==> config.mk <==
export PLATFORM = sky130hd
export DESIGN_NAME = rx_fifo_tagged
export DESIGN_NICKNAME = d
export VERILOG_FILES = /design/src/rtl/rxq_pkg.sv /design/src/rtl/rxq_fcr.sv /design/src/rtl/rxq_store.sv /design/src/rtl/rxq_lsr.sv /design/src/rtl/rx_fifo_tagged.sv
export SDC_FILE = /design/constraint.sdc
export NUM_CORES = 1
export LEC_CHECK = 0
export ABC_AREA = 0
export ABC_CLOCK_PERIOD_IN_PS = 3250
export BUFFER_PORTS_ARGS = -buffer_cell sky130_fd_sc_hd__buf_2
export CELL_PAD_IN_SITES_DETAIL_PLACEMENT = 0
export CELL_PAD_IN_SITES_GLOBAL_PLACEMENT = 1
export CORE_MARGIN = 5
export CORE_UTILIZATION = 47
export CTS_CLUSTER_SIZE = 28
export DETAILED_ROUTE_END_ITERATION = 7
export PLACE_DENSITY = 0.73
export SYNTH_ARGS = -nofsm -noshare
export SYNTH_HDL_FRONTEND = slang
export SYNTH_SLANG_ARGS = --single-unit
==> constraint.sdc <==
create_clock -name clk -period 3.25 [get_ports clk]
set_input_delay 0.65 -clock clk [delete_from_list [all_inputs] [get_ports clk]]
set_output_delay 0.65 -clock clk [all_outputs]
set_load 0.05 [all_outputs]
==> src/rtl/rxq_pkg.sv <==
package rxq_pkg;
    localparam int CHAR_W = 8;

    // queue-control bit positions (decoded by the host interface)
    localparam int FC_EN    = 0;
    localparam int FC_RXCLR = 1;
    localparam int FC_TXCLR = 2;
    localparam int FC_DMA   = 3;
    localparam int FC_TRG   = 6;

    // line status bit positions
    localparam int LS_DR   = 0;
    localparam int LS_OVR  = 1;
    localparam int LS_PAR  = 2;
    localparam int LS_FRM  = 3;
    localparam int LS_BRK  = 4;
    localparam int LS_QERR = 7;

    typedef enum logic [0:0] {
        MODE_CHAR = 1'b0,
        MODE_FIFO = 1'b1
    } rxq_mode_e;

    typedef struct packed {
        logic              brk;
        logic              frm;
        logic              par;
        logic [CHAR_W-1:0] data;
    } rxq_slot_t;
endpackage

==> src/rtl/rxq_fcr.sv <==
module rxq_fcr
    import rxq_pkg::*;
(
    input  logic       clk,
    input  logic       rst_n,
    input  logic       we,
    input  logic [7:0] wdata,
    output logic       fifo_en,
    output logic       dma_mode,
    output logic [1:0] trig_sel,
    output logic       flush_rx,
    output logic       tx_clr
);
    rxq_mode_e  state_q, state_d;
    logic       dma_q;
    logic [1:0] trg_q;
    logic       txclr_q;

    always_comb begin
        state_d = state_q;
        unique case (state_q)
            MODE_CHAR: if (we && wdata[FC_EN])  state_d = MODE_FIFO;
            MODE_FIFO: if (we && !wdata[FC_EN]) state_d = MODE_CHAR;
            default:   state_d = MODE_CHAR;
        endcase
    end

    always_ff @(posedge clk or negedge rst_n) begin
        if (!rst_n) state_q <= MODE_CHAR;
        else        state_q <= state_d;
    end

    always_ff @(posedge clk or negedge rst_n) begin
        if (!rst_n) begin
            dma_q   <= 1'b0;
            trg_q   <= 2'b00;
            txclr_q <= 1'b0;
        end else begin
            if (we && wdata[FC_EN]) begin
                dma_q <= wdata[FC_DMA];
                trg_q <= wdata[FC_TRG+1:FC_TRG];
            end
            txclr_q <= we && (!wdata[FC_EN] || wdata[FC_TXCLR] || state_q == MODE_CHAR);
        end
    end

    always_comb begin
        fifo_en  = (state_q == MODE_FIFO);
        dma_mode = dma_q;
        trig_sel = trg_q;
        tx_clr   = txclr_q;
        flush_rx = we && (!wdata[FC_EN] || wdata[FC_RXCLR] || state_q == MODE_CHAR);
    end


    leave_fifo_chk: assert property (@(posedge clk) disable iff (!rst_n)
        (we && !wdata[FC_EN]) |=> !fifo_en);

    hold_fields_chk: assert property (@(posedge clk) disable iff (!rst_n)
        !(we && wdata[FC_EN]) |=> ($stable(dma_mode) && $stable(trig_sel)));

    txclr_src_chk: assert property (@(posedge clk) disable iff (!rst_n)
        !we |=> !tx_clr);
endmodule

==> src/rtl/rxq_store.sv <==
module rxq_store
    import rxq_pkg::*;
#(
    parameter int DEPTH = 16,
    parameter int AW    = 4,
    parameter int CW    = 5
) (
    input  logic          clk,
    input  logic          rst_n,
    input  logic          fifo_en,
    input  logic          flush,
    input  logic          push_req,
    input  rxq_slot_t     push_slot,
    input  logic          pop_req,
    input  logic          tag_clr_req,
    output rxq_slot_t     head,
    output logic [CW-1:0] count,
    output logic          drop,
    output logic          any_tag
);
    logic [AW-1:0] rd_ptr_q, wr_ptr_q;
    logic [CW-1:0] cnt_q, tag_cnt_q, cap;
    logic          full, has, do_push, do_pop, do_clr, head_tagged, new_tagged;
    rxq_slot_t     mem_q [DEPTH];

    function automatic logic [AW-1:0] step_ptr(input logic [AW-1:0] p);
        return (p == AW'(DEPTH - 1)) ? '0 : p + AW'(1);
    endfunction

    always_comb begin
        cap         = fifo_en ? CW'(DEPTH) : CW'(1);
        full        = (cnt_q == cap);
        has         = (cnt_q != '0);
        do_push     = push_req && !full && !flush;
        drop        = push_req && full && !flush;
        do_pop      = pop_req && has && !flush;
        do_clr      = tag_clr_req && has && !pop_req && !flush;
        head        = mem_q[rd_ptr_q];
        head_tagged = has && (head.brk || head.frm || head.par);
        new_tagged  = push_slot.brk || push_slot.frm || push_slot.par;
        count       = cnt_q;
        any_tag     = (tag_cnt_q != '0);
    end

    always_ff @(posedge clk or negedge rst_n) begin
        if (!rst_n) begin
            rd_ptr_q  <= '0;
            wr_ptr_q  <= '0;
            cnt_q     <= '0;
            tag_cnt_q <= '0;
        end else if (flush) begin
            rd_ptr_q  <= '0;
            wr_ptr_q  <= '0;
            cnt_q     <= '0;
            tag_cnt_q <= '0;
        end else begin
            if (do_push) wr_ptr_q <= step_ptr(wr_ptr_q);
            if (do_pop)  rd_ptr_q <= step_ptr(rd_ptr_q);
            cnt_q     <= cnt_q + CW'(do_push) - CW'(do_pop);
            tag_cnt_q <= tag_cnt_q + CW'(do_push && new_tagged)
                                   - CW'(head_tagged && (do_pop || do_clr));
        end
    end

    for (genvar g = 0; g < DEPTH; g++) begin : g_slot
        always_ff @(posedge clk) begin
            if (do_push && wr_ptr_q == AW'(g)) begin
                mem_q[g] <= push_slot;
            end else if (do_clr && rd_ptr_q == AW'(g)) begin
                mem_q[g].brk <= 1'b0;
                mem_q[g].frm <= 1'b0;
                mem_q[g].par <= 1'b0;
            end
        end
    end


    cap_bound_chk: assert property (@(posedge clk) disable iff (!rst_n)
        cnt_q <= cap);

    flush_empty_chk: assert property (@(posedge clk) disable iff (!rst_n)
        flush |=> (cnt_q == '0));

    tag_bound_chk: assert property (@(posedge clk) disable iff (!rst_n)
        tag_cnt_q <= cnt_q);
endmodule

==> src/rtl/rxq_lsr.sv <==
module rxq_lsr
    import rxq_pkg::*;
#(
    parameter int CW    = 5,
    parameter int LVL_0 = 1,
    parameter int LVL_1 = 4,
    parameter int LVL_2 = 8,
    parameter int LVL_3 = 14
) (
    input  logic          clk,
    input  logic          rst_n,
    input  logic          fifo_en,
    input  logic [1:0]    trig_sel,
    input  logic [CW-1:0] count,
    input  rxq_slot_t     head,
    input  logic          any_tag,
    input  logic          drop,
    input  logic          lsr_rd,
    output logic [7:0]    lsr,
    output logic          trig_hit
);
    logic          ovr_q;
    logic [CW-1:0] lvl;

    always_ff @(posedge clk or negedge rst_n) begin
        if (!rst_n)      ovr_q <= 1'b0;
        else if (drop)   ovr_q <= 1'b1;
        else if (lsr_rd) ovr_q <= 1'b0;
    end

    always_comb begin
        unique case (trig_sel)
            2'b00:   lvl = CW'(LVL_0);
            2'b01:   lvl = CW'(LVL_1);
            2'b10:   lvl = CW'(LVL_2);
            default: lvl = CW'(LVL_3);
        endcase
        if (!fifo_en) lvl = CW'(1);
        trig_hit = (count >= lvl);
    end

    always_comb begin
        lsr          = '0;
        lsr[LS_DR]   = (count != '0);
        lsr[LS_OVR]  = ovr_q;
        if (count != '0) begin
            lsr[LS_PAR] = head.par;
            lsr[LS_FRM] = head.frm;
            lsr[LS_BRK] = head.brk;
        end
        lsr[LS_QERR] = fifo_en && any_tag;
    end


    ovr_set_chk: assert property (@(posedge clk) disable iff (!rst_n)
        drop |=> lsr[LS_OVR]);

    ovr_clr_chk: assert property (@(posedge clk) disable iff (!rst_n)
        (lsr_rd && !drop) |=> !lsr[LS_OVR]);

    qerr_mode_chk: assert property (@(posedge clk) disable iff (!rst_n)
        !fifo_en |-> !lsr[LS_QERR]);

    trig_nonempty_chk: assert property (@(posedge clk) disable iff (!rst_n)
        trig_hit |-> lsr[LS_DR]);
endmodule

==> src/rtl/rx_fifo_tagged.sv <==
module rx_fifo_tagged
    import rxq_pkg::*;
#(
    parameter int DEPTH = 16,
    parameter int LVL_0 = 1,
    parameter int LVL_1 = 4,
    parameter int LVL_2 = 8,
    parameter int LVL_3 = 14,
    localparam int AW   = $clog2(DEPTH),
    localparam int CW   = $clog2(DEPTH + 1)
) (
    input  logic              clk,
    input  logic              rst_n,
    input  logic              fcr_we,
    input  logic [7:0]        fcr_wdata,
    input  logic              rx_stb,
    input  logic [CHAR_W-1:0] rx_char,
    input  logic              rx_brk,
    input  logic              rx_frm,
    input  logic              rx_par,
    input  logic              rd_data_stb,
    input  logic              rd_lsr_stb,
    output logic [CHAR_W-1:0] rd_data,
    output logic [7:0]        lsr,
    output logic [CW-1:0]     rx_level,
    output logic              trig_hit,
    output logic              fifo_en,
    output logic              dma_mode,
    output logic [1:0]        trig_sel,
    output logic              tx_fifo_clr
);
    logic      flush_rx, drop, any_tag;
    rxq_slot_t in_slot, head;

    always_comb begin
        in_slot.brk  = rx_brk;
        in_slot.frm  = rx_frm;
        in_slot.par  = rx_par;
        in_slot.data = rx_char;
    end

    rxq_fcr u_fcr (
        .clk      (clk),
        .rst_n    (rst_n),
        .we       (fcr_we),
        .wdata    (fcr_wdata),
        .fifo_en  (fifo_en),
        .dma_mode (dma_mode),
        .trig_sel (trig_sel),
        .flush_rx (flush_rx),
        .tx_clr   (tx_fifo_clr)
    );

    rxq_store #(.DEPTH(DEPTH), .AW(AW), .CW(CW)) u_store (
        .clk         (clk),
        .rst_n       (rst_n),
        .fifo_en     (fifo_en),
        .flush       (flush_rx),
        .push_req    (rx_stb),
        .push_slot   (in_slot),
        .pop_req     (rd_data_stb),
        .tag_clr_req (rd_lsr_stb),
        .head        (head),
        .count       (rx_level),
        .drop        (drop),
        .any_tag     (any_tag)
    );

    rxq_lsr #(.CW(CW), .LVL_0(LVL_0), .LVL_1(LVL_1), .LVL_2(LVL_2), .LVL_3(LVL_3)) u_lsr (
        .clk      (clk),
        .rst_n    (rst_n),
        .fifo_en  (fifo_en),
        .trig_sel (trig_sel),
        .count    (rx_level),
        .head     (head),
        .any_tag  (any_tag),
        .drop     (drop),
        .lsr_rd   (rd_lsr_stb),
        .lsr      (lsr),
        .trig_hit (trig_hit)
    );

    always_comb rd_data = (rx_level != '0) ? head.data : '0;


    tx_bits_zero_chk: assert property (@(posedge clk) disable iff (!rst_n)
        lsr[6:5] == 2'b00);
endmodule

==> results.cfg <==
[detailed_routing]
post_drt_wl_per_cell_um = 21.8
drc = 0
met3_length_um = 1220
wl_met2_um = 10600
vias = 5263
drt-total-wl_um = 20500
viasPerCell = 5.59
maxUsedRoutingLayer = met4
wl_met1_um = 8440
first_pass_iters = 5
drtAntennaViolNets = 0
drtIter0Drc = 470

[worst_setup_path]
setup.worst_path.class = flop to flop
setup.worst_path.end_class = flop
path_max_fanout = 7
crit_path_start_kind = flop
arrival_ps = 3730
critical_path_required_ps = 3620

[cells_and_area]
postLayoutCellArea_um2 = 10700
final_common_cell = edfxtp_1
drive_gt1_share_pct = 32.3
multi_input_area_um2 = 3100
antenna_cells = 0
regArea_um2 = 5860
finalNetCount = 715
flow.area_growth_from_synthesis_pct = 17.3
fin_cells = 942
num-fill-cells = 1632
mostFrequentLayoutCells = edfxtp_1, nor2b_1, mux4_2, buf_2, buf_4

[synthesis]
netlist_area_um2 = 9140
yosys_warnings = 0
synth-seq-cells = 200
ys_seq_area_share_pct = 64.1
synth_cell_type_count = 53
syn_inst = 575
synth_ff_type = edfxtp_1
async_reset_ff_share_pct = 12.0
synth_area_leader_cell = edfxtp_1
synth_top_area_share_pct = 56.9
netlist_top_cells_area = edfxtp_1, mux4_2, dfrtp_1
syn_avg_cell_area_um2 = 15.9
synth_edf_count = 173

[place]
placed_cells = 898
dp_hpwl_um = 13900
place_congestion = 0.839
placement.cell_area_um2 = 9880
io_buffers = 47

[sta]
drv_slew = 0
rsz0062_at_grt = yes
fin_worst_skew_ps = 10.9
fmax_ghz = 0.298
fin_crit_sh_pct = 103
hold_viol_final = 0
worst_slack_ps = -111
setup_viol = 9
min_period_ps = 3360
slew_headroom_pct = 49.9
worstMarginPinSlew_ps = 746

[clock_tree]
cts_sinks = 200
clock-root-buffer = clkbuf_16
clockBufferDepth = 2
h-tree-depth = 4
cts_buffers = 17
holdBufCountCts = 0
cts_tree = done
clk_pin_slew_ps = 70
worstSkewPairLatency_ps = 440

[floorplanning]
num_rows = 51
io_pins = 52
start_util_pct = 47.4
coreArea_um2 = 19300
die_area_um2 = 22300
die_y_um = 149
die_w_um = 149

[worst_hold_path]
hold_class = input port to async pin

[power_and_ir_drop]
p_per_area_nw_per_um2 = 737
ir_drop_mv = 0.404
p_total_uw = 7900
p_leak_uw = 0.00377

[run]
maxCapViolCount = 0

[global_routing]
grt_pass1_vias = 5553
grt_overflow_total = 0
grt_pass1_wl_um = 32000
grt_max_degree = 36
grt_usage_pct = 19.2
antenna_found_initial = 0

[outcome]
outcome = finished, violations left
violations = setup timing
## state kept, by name (all words and copies together) (netlist names), named ones only
| register | flops |
|---|---|
| u_fcr.dma_mode | 1 |
| u_store.count | 5 |
| u_store.wr_ptr_q | 4 |
| u_store.mem_q | 176 |
| u_store.rd_ptr_q | 4 |
| u_lsr.ovr_q | 1 |
| u_fcr.tx_clr | 1 |
| u_fcr.trig_sel | 2 |
| u_store.tag_cnt_q | 5 |
## per-stage QoR
step                setup TNS, ps  utilization [%]  setup WS, ps  hold slack [ps]
global route                -1220             55.6          -239              247
floorplan                       0                -         0.558              354
global placement             -249             51.2          -204              466
detailed placement           -286             51.2          -227              474
CTS                          -429             54.6         -85.3              222
finish                       -288             55.6          -111              202
## worst max-delay path, cell delays in order (launching register included)
cell and delay, ps:
dfrtp_2 410, buf_12 140, mux4_2 510, a22o_1 250
a221oi_2 250, buf_4 180, a2111oi_2 60, ha_1 280
inv_1 40, ha_2 180, inv_2 50, fa_2 200
inv_2 40, a21oi_2 140, nor2_2 50, or3_4 380
a21oi_2 130
## synthesized netlist by cell type (2+ instances only)
cell and instances:
a2111oi_2 4, a21o_1 3, a21oi_1 15, a22o_1 4, a22oi_1 4, a31oi_1 15, and2_1 11, buf_2 9
buf_4 5, clkbuf_1 14, dfrtp_1 24, dfxtp_1 3, edfxtp_1 173, fa_1 2, ha_1 24, inv_1 21
mux2_2 3, mux4_1 5, mux4_2 47, nand2_1 30, nand2_2 4, nand2b_1 8, nand3b_1 3, nor2_1 31
nor2b_1 54, nor3_1 4, nor4b_1 2, o21ai_0 9, o21ai_1 11, o31ai_1 3, or3_1 2, xnor2_1 3
xor2_1 5
## power breakdown
part | internal [µW] | switching [µW] | total (µW)
logic | 1210 | 1600 | 2820
clock network | 1080 | 970 | 2050
registers | 2920 | 117 | 3040
## what timing repair did
action                                 CTS  global route
endpoints found under the hold margin    0             0
setup buffers                            3             6
setup endpoints to repair               10            13
gates cloned                             0             3
resized for setup                       15            30
pin swaps                                6             9
## routing by layer
metal / vias up / global-route usage, %
met5: - / 0
met3: 21 / 3.73
met4: 0 / 5.45
li1: 2383 / -
met1: 2698 / 25.9
met2: 161 / 32.0
## cell type report
cell class / instances / area share (%)
clock inverters: 15 / 1.35
flip-flops and latches: 200 / 54.7
inverters: 21 / 0.736
clock buffers: 17 / 3.97
repair buffers: 99 / 7.17
multi-input cells: 325 / 29.0
well taps: 265 / 3.10
## worst paths after layout
path,start,end,slack (ps),depth (start not counted)
worst max-delay path,u_store.rd_ptr_q[0]$_DFFE_PN0P_,u_store.tag_cnt_q[4]$_DFF_PN0_,-110,16
worst min-delay path,rst_n,u_store.tag_cnt_q[4]$_DFF_PN0_,200,1
worst max register to register,u_store.rd_ptr_q[0]$_DFFE_PN0P_,u_store.tag_cnt_q[4]$_DFF_PN0_,-110,16
worst min register to register,u_store.mem_q[8][9]$_SDFFE_PP0P_,u_store.mem_q[8][9]$_SDFFE_PP0P_,500,1
max in group asynchronous,rst_n,u_store.rd_ptr_q[1]$_DFFE_PN0P_,2630,1
min in group clk,rd_lsr_stb,u_lsr.ovr_q$_DFFE_PN0P_,450,2
## logic make-up after synthesis
family | after synthesis | synth area share (%)
flops | 200 | 64.1
compound gates | 76 | 5.62
buf+inv | 51 | 2.68
fa+ha+maj | 26 | 3.73
mux | 56 | 13.5
other cells | 1 | 0.0411
simple gates | 157 | 9.56
xor+xnor | 8 | 0.767
(Power assumes the default switching activity.)
